===== src/rtl/seg_xlate_pkg.sv =====
package seg_xlate_pkg;

  typedef enum logic [1:0] {
    CAUSE_NONE = 2'b00,
    CAUSE_SEG  = 2'b01,
    CAUSE_OFF  = 2'b10
  } cause_e;

  // strobes from control to datapath
  typedef struct packed {
    logic capReq;    // latch request fields and range verdict
    logic capBase;   // latch base word from memory
    logic capLim;    // latch limit word from memory
    logic limPhase;  // address the limit word of the entry
  } dpStrobe_t;

endpackage


===== src/rtl/seg_xlate_ctrl.sv =====
module seg_xlate_ctrl
  import seg_xlate_pkg::*;
(
  input  logic       clk,
  input  logic       rstN,
  input  logic       reqValid,
  input  logic       segInRange,
  input  logic       memRvalid,
  output logic       reqReady,
  output logic       memReq,
  output logic       respValid,
  output dpStrobe_t  strobe
);

  typedef enum logic [1:0] {ST_IDLE, ST_RD_BASE, ST_RD_LIM, ST_RESP} state_e;
  state_e state, stateNext;

  always_ff @(posedge clk or negedge rstN) begin
    if (!rstN) state <= ST_IDLE;
    else       state <= stateNext;
  end

  always_comb begin
    stateNext = state;
    strobe    = '0;
    reqReady  = 1'b0;
    memReq    = 1'b0;
    respValid = 1'b0;
    case (state)
      ST_IDLE: begin
        reqReady = 1'b1;
        if (reqValid) begin
          strobe.capReq = 1'b1;
          stateNext     = segInRange ? ST_RD_BASE : ST_RESP;
        end
      end
      ST_RD_BASE: begin
        memReq = 1'b1;
        if (memRvalid) begin
          strobe.capBase = 1'b1;
          stateNext      = ST_RD_LIM;
        end
      end
      ST_RD_LIM: begin
        memReq          = 1'b1;
        strobe.limPhase = 1'b1;
        if (memRvalid) begin
          strobe.capLim = 1'b1;
          stateNext     = ST_RESP;
        end
      end
      default: begin
        respValid = 1'b1;
        stateNext = ST_IDLE;
      end
    endcase
  end

endmodule


===== src/rtl/seg_xlate_dp.sv =====
module seg_xlate_dp
  import seg_xlate_pkg::*;
#(
  parameter int SEG_W  = 8,
  parameter int ADDR_W = 32
) (
  input  logic              clk,
  input  logic              rstN,
  input  dpStrobe_t         strobe,
  input  logic [SEG_W-1:0]  reqSeg,
  input  logic [ADDR_W-1:0] reqOff,
  input  logic [ADDR_W-1:0] tblBase,
  input  logic [SEG_W:0]    tblLen,
  input  logic [ADDR_W-1:0] memRdata,
  output logic              segInRange,
  output logic [ADDR_W-1:0] memAddr,
  output logic              respTrap,
  output logic [1:0]        respCause,
  output logic [ADDR_W-1:0] respAddr
);

  localparam int WORD_BYTES  = ADDR_W / 8;
  localparam int ENTRY_BYTES = 2 * WORD_BYTES;
  localparam int ENTRY_SHIFT = $clog2(ENTRY_BYTES);

  logic [SEG_W-1:0]  segR;
  logic [ADDR_W-1:0] offR, tblR, baseR, limR;
  logic              segBadR;

  assign segInRange = ({1'b0, reqSeg} < tblLen);

  always_ff @(posedge clk or negedge rstN) begin
    if (!rstN) begin
      segR    <= '0;
      offR    <= '0;
      tblR    <= '0;
      baseR   <= '0;
      limR    <= '0;
      segBadR <= 1'b0;
    end else begin
      if (strobe.capReq) begin
        segR    <= reqSeg;
        offR    <= reqOff;
        tblR    <= tblBase;
        segBadR <= !segInRange;
      end
      if (strobe.capBase) baseR <= memRdata;
      if (strobe.capLim)  limR  <= memRdata;
    end
  end

  logic [ADDR_W-1:0] entryAddr;
  assign entryAddr = tblR + (ADDR_W'(segR) << ENTRY_SHIFT);
  assign memAddr   = entryAddr + (strobe.limPhase ? ADDR_W'(WORD_BYTES) : '0);

  always_comb begin
    if (segBadR) begin
      respTrap  = 1'b1;
      respCause = CAUSE_SEG;
      respAddr  = '0;
    end else if (offR >= limR) begin
      respTrap  = 1'b1;
      respCause = CAUSE_OFF;
      respAddr  = '0;
    end else begin
      respTrap  = 1'b0;
      respCause = CAUSE_NONE;
      respAddr  = baseR + offR;
    end
  end

endmodule


===== src/rtl/seg_xlate.sv =====
module seg_xlate
  import seg_xlate_pkg::*;
#(
  parameter int SEG_W  = 8,
  parameter int ADDR_W = 32
) (
  input  logic              clk,
  input  logic              rstN,
  input  logic              reqValid,
  output logic              reqReady,
  input  logic [SEG_W-1:0]  reqSeg,
  input  logic [ADDR_W-1:0] reqOff,
  input  logic [ADDR_W-1:0] tblBase,
  input  logic [SEG_W:0]    tblLen,
  output logic              memReq,
  output logic [ADDR_W-1:0] memAddr,
  input  logic              memRvalid,
  input  logic [ADDR_W-1:0] memRdata,
  output logic              respValid,
  output logic              respTrap,
  output logic [1:0]        respCause,
  output logic [ADDR_W-1:0] respAddr
);

  dpStrobe_t strobe;
  logic      segInRange;

  seg_xlate_ctrl u_ctrl (
    .clk        (clk),
    .rstN       (rstN),
    .reqValid   (reqValid),
    .segInRange (segInRange),
    .memRvalid  (memRvalid),
    .reqReady   (reqReady),
    .memReq     (memReq),
    .respValid  (respValid),
    .strobe     (strobe)
  );

  seg_xlate_dp #(.SEG_W(SEG_W), .ADDR_W(ADDR_W)) u_dp (
    .clk        (clk),
    .rstN       (rstN),
    .strobe     (strobe),
    .reqSeg     (reqSeg),
    .reqOff     (reqOff),
    .tblBase    (tblBase),
    .tblLen     (tblLen),
    .memRdata   (memRdata),
    .segInRange (segInRange),
    .memAddr    (memAddr),
    .respTrap   (respTrap),
    .respCause  (respCause),
    .respAddr   (respAddr)
  );

endmodule


===== config.mk =====
export PLATFORM = sky130hd
export DESIGN_NAME = seg_xlate
export DESIGN_NICKNAME = d
export VERILOG_FILES = /design/src/rtl/seg_xlate_pkg.sv /design/src/rtl/seg_xlate_ctrl.sv /design/src/rtl/seg_xlate_dp.sv /design/src/rtl/seg_xlate.sv
export SDC_FILE = /design/constraint.sdc
export NUM_CORES = 1
export LEC_CHECK = 0
export BUFFER_PORTS_ARGS = -buffer_cell sky130_fd_sc_hd__buf_2
export CORE_ASPECT_RATIO = 1.25
export CORE_MARGIN = 5
export CORE_UTILIZATION = 40
export DETAILED_ROUTE_END_ITERATION = 16
export RECOVER_POWER = 100
export SKIP_CTS_REPAIR_TIMING = 1
export SLEW_MARGIN = 25
export SYNTH_ARGS = -nofsm -noshare
export SYNTH_HDL_FRONTEND = slang
export SYNTH_SLANG_ARGS = --single-unit

===== constraint.sdc =====
create_clock -name clk -period 4.4 [get_ports clk]
set_input_delay 1.1 -clock clk [delete_from_list [all_inputs] [get_ports clk]]
set_output_delay 1.1 -clock clk [all_outputs]
set_load 0.01 [all_outputs]

; After elaboration in Yosys (flattened, before gate mapping)
; Index checks and enable logic that the tools add are counted.
[totals]
word_cells = 42
output_inout_bits = 70
ff_bits = 139
in_bits = 117
[op_classes]
mux = 20
n_addsub = 3
order_cmp = 2
reduce_logical = 5
eq_ne = 5
[ops]
columns = op, n
row1 = $add 32x32->32, 2
row2 = $mux 32, 2
row3 = $add 32x11->32, 1
row4 = $ge 32x32->1, 1
row5 = $mux 2, 7
row6 = $lt 8x9->1, 1
row7 = $mux 1, 9
row8 = $ne 2x2->1 const B, 3
row9 = $pmux 2 s3, 1
row10 = $mux 3, 1
row11 = $reduce_and 3->1, 1
row12 = $reduce_or 3->1, 1
row13 = $eq 2x1->1 const B, 1
row14 = $eq 2x2->1 const B, 1
row15 = $logic_not 2->1, 1
row16 = $reduce_or 2->1, 1
row17 = $logic_not 1->1, 1

; Logic depth before layout (Yosys ltp)
[depth]
word_depth = 4
ltp_mapped = 12

; By module
; From an unflattened synthesis, not the netlist that was laid out.
[unflattened]
cells_unflattened = 840
hier_area_um2 = 8570.7
[modules_own_cells]
columns = mod, cells_each, instances, seq_area_each_um2, area_each_um2
row1 = seg_xlate_dp, 820, 1, 3428.3, 8366.8
row2 = seg_xlate_ctrl, 20, 1, 50.0, 203.9

; Worst setup path before layout
; Ideal clock, no wire load.
[synth_timing]
kind = register -> output
startpoint = register u_ctrl.state[0]
endpoint = output memAddr[28]
required_time_ns = 3.300
path_slack_ns = 0.549
arrival_time_ns = 2.751
path_stages_with_launch = 13
path_cell_list = dfrtp_1 > inv_1 > ha_1 > ha_1 > fa_1 > a21o_1 > a21oi_1 > nor2b_1 > o21ai_0 > a21oi_1 > a21oi_1 > nor3_1 > xnor2_1
[synth_between]
elab_chain_cells = 4
[synth_rtl]
columns = item, line_no
row1 = from (decl), seg_xlate_ctrl.sv:16  ; state_e state, stateNext;
row2 = from (signal assigned), seg_xlate_ctrl.sv:20  ; else state <= stateNext;
row3 = $eq 2x2->1, seg_xlate_ctrl.sv:29  ; case (state)
row4 = $mux 2, seg_xlate_ctrl.sv:29
row5 = $mux 3, seg_xlate_dp.sv:54  ; assign memAddr = entryAddr + (strobe.limPhase ? ADDR_W'(WORD_BYTES) : '0);
row6 = $add 32x32->32, seg_xlate_dp.sv:54
row7 = to (decl), seg_xlate.sv:16  ; output logic [ADDR_W-1:0] memAddr,
; Every way passes these cells.

; Worst setup path after layout
[layout_timing]
startpoint = register u_dp.offR[0]
endpoint = output respAddr[24]
[layout_between]
elab_chain_cells = 3
elab_cells_between_ends = 4
classes_between = add/sub (1) / order compare (1) / mux (2)
[layout_rtl]
columns = item, line_no
row1 = from (decl), seg_xlate_dp.sv:27  ; logic [ADDR_W-1:0] offR, tblR, baseR, limR;
row2 = from (signal assigned), seg_xlate_dp.sv:43  ; offR <= reqOff;
row3 = $add 32x32->32 or $ge 32x32->1 (tied branches), "seg_xlate_dp.sv:68, seg_xlate_dp.sv:61"
row4 = $mux 32 *, seg_xlate_dp.sv:61  ; end else if (offR >= limR) begin
row5 = $mux 32 *, seg_xlate_dp.sv:57  ; if (segBadR) begin
row6 = to (decl), seg_xlate.sv:22  ; output logic [ADDR_W-1:0] respAddr
; Every way passes the cells marked *; elsewhere a longest branch is shown, timed or not.

==> flow_summary.yaml <==
floorplan:
  num_rows: 60
  die_w_um: 141.8
  core_area_um2: 21470
  initial_core_util_pct: 40.45
  die_y_um: 174.7
  dieArea_um2: 24780
  boundaryPins: 187
drt:
  drc: 0
  num_vias: 6615
  ant_nets: 0
  viasPerCell: 5.108
  drt_pass1_iterations: 4
  routed_wl_um: 21510
  drt_iter0_drc: 221
  wl_per_cell_um: 16.61
sta:
  final-setup-viol-count: 5
  slew_viol_final: 197
  layout_min_cycle_time_ns: 4.470
  slew-limit-headroom_pct: -107.1
  fin_tns_setup_ns: -0.1117
  rsz0062_at_grt: "yes"
  fin_ws_ns: -0.07032
  finClkSkew_ns: 0.005968
  timing.fmax_ghz: 0.2237
  fin_crit_sh_pct: 101.6
  finalHoldViolCount: 0
  worstMarginPinSlew_ns: 3.106
yosys:
  yosysSeqAreaShare_pct: 40.05
  synth_edf_count: 0
  synth_ff_type: "dfrtp_1"
  synth-async-reset-ratio_pct: 100.0
  ys_seq_elements: 139
  syn_area_per_cell_um2: 10.63
  syn-num-nets: 1019
  syn-cell-area_um2: 8685
  synth_cell_types: 57
  yosys_warnings: 0
  synth_cells: 817
critical_path:
  cp-startpoint: "u_dp.offR[0]"
  critPathKind: "flip-flop to primary output"
  critPathMaxStageDelay_ns: 0.51
  crit_buf_inv: 2
  cp_top_family: "compound AO/OA/AOI/OAI gates"
  cp.arrival_ns: 3.37
  crit_chain: "ha_1 -> inv_1 -> fa_1 -> nor2b_2 -> o31a_1 -> o2111ai_2 -> o21ai_1 -> o41a_1 -> a31oi_1 -> xor2_1 -> nor2_1 -> buf_2"
  endpoint_kind: "primary output"
  cp-start-kind: "flip-flop"
  crit_required_ns: 3.30
  path_max_fanout: 4
  r2r_start: "u_ctrl.state[0]"
  critPathSlowestCell: "o41a_1"
cells_and_area:
  nets: 1206
  syn_to_final_growth_pct: 21.61
  drive_gt1_share_pct: 36.95
global_route:
  grt_pass1_vias: 7039
  grt_max_degree: 86
  grt_pass1_wl_um: 35440
  track_usage_pct: 17.77
  antenna_found_initial: 3
  overflow: 0
clock_network:
  clock_sinks: 139
  insertion_delay_ns: 0.41
  htreeDepth: 4
  cts_buffers: 17
  clk_pin_slew_ns: 0.06
  cts_tree: "yes"
  cts-root-buf: "clkbuf_16"
  clockBufferDepth: 2
flow_run:
  cap_violations: 4
placement:
  gp_congestion: 0.8658
  port_buffers: 186
  place_ws_ns: 0.03117
  hpwl_um: 16370
outcome:
  violations: "capacitance limit, slew limit, setup timing"
  outcome: "complete, but fails checks"
hold_path:
  min_from: "u_dp.tblR[1]"
  hold_path.class: "flip-flop to flip-flop"
-- routing by layer --
layer | track usage [%] | routed length [um]
met4 | 5.320 | 300
met1 | 21.25 | 8968
met2 | 30.20 | 10530
met3 | 5.968 | 1658
met5 | 0 | 46
-- sequential cells by signal, summed over array words and instances, names as in the netlist --
register and flops:
u_dp.segR 8, u_dp.limR 32, u_dp.tblR 32, u_dp.baseR 32, u_dp.offR 32, u_dp.segBadR 1
u_ctrl.state 2
-- synthesized netlist by cell type, types with 4 or more instances --
cell | n | area share [%]
dfrtp_1 | 139 | 40
buf_1 | 6 | 0.26
xnor2_1 | 33 | 3.3
nand4_1 | 7 | 0.50
o21bai_1 | 5 | 0.43
a21o_1 | 37 | 3.2
and2_1 | 5 | 0.36
o21a_1 | 4 | 0.35
nand2b_1 | 4 | 0.29
mux2_2 | 136 | 18
a31oi_1 | 6 | 0.43
a21oi_1 | 37 | 2.1
xor2_1 | 19 | 1.9
and3_1 | 6 | 0.43
nor3_1 | 9 | 0.52
clkbuf_1 | 15 | 0.65
nand2_1 | 38 | 1.6
inv_1 | 58 | 2.5
nand3_1 | 13 | 0.75
o31ai_1 | 4 | 0.35
nor2_1 | 68 | 2.9
nor2b_1 | 6 | 0.43
o21ai_0 | 22 | 1.3
ha_1 | 83 | 12
a211oi_1 | 8 | 0.69
-- layout make-up --
| type | count | area [um2] |
|---|---|---|
| inverters | 59 | 229.0 |
| clock buffers | 19 | 452.9 |
| multi-input cells | 591 | 4961 |
| flip-flops and latches | 139 | 3478 |
| clock inverters | 11 | 97.59 |
| diodes | 1 | 2.502 |
| fillers | 2084 | 10910 |
| repair buffers | 196 | 991.0 |
| well taps | 279 | 349.1 |
-- logic make-up (layout without fill, tap and decap cells) --
logic type,after synthesis,in the layout,synth area share (%)
muxes,136,136,17.63
buffers and inverters,87,285,4.019
DFF,139,139,40.05
and+or+nand+nor,169,169,9.149
other,0,1,0
adders and majority gates,85,85,12.42
xor gates and xnor gates,52,52,5.244
AOI/OAI and AO/OA,149,149,11.48
-- cells in the final DEF (no fill, tap or decap), types with 33 or more instances in the layout --
cell,netlist,final
a21oi_1,37,35
inv_1,58,58
mux2_2,136,136
xnor2_1,33,33
a21o_1,37,37
nor2_1,68,59
buf_2,3,174
dfrtp_1,139,139
ha_1,83,83
nand2_1,38,37
-- worst paths after layout --
kind	endpoint	slack, ns	cells past startpoint
hold / removal	u_dp.tblR[1]	0.50	1
min in group asynchronous	u_dp.offR[5]	1.70	1
setup / recovery	respAddr[24]	-0.07	12
max in group asynchronous	u_dp.tblR[16]	0.74	2
setup reg to reg	u_dp.baseR[27]	1.48	5
hold reg to reg	u_dp.tblR[1]	0.50	1
-- metrics by stage --
step	hold WS [ns]	std cells	area [um2]	utilization, %
after floorplan	0.4793	817	8685	-
after global routing	0.5106	1294	10560	49.18
final	0.5010	1295	10560	49.19
after global placement	0.4858	1261	9916	46.18
after detailed placement	0.4881	1261	9925	46.22
after CTS	0.5018	1291	10480	48.79
Power is left out: the tool's default activity adds up to more than one toggle a clock period on the data nets, which glitch-free logic cannot reach.
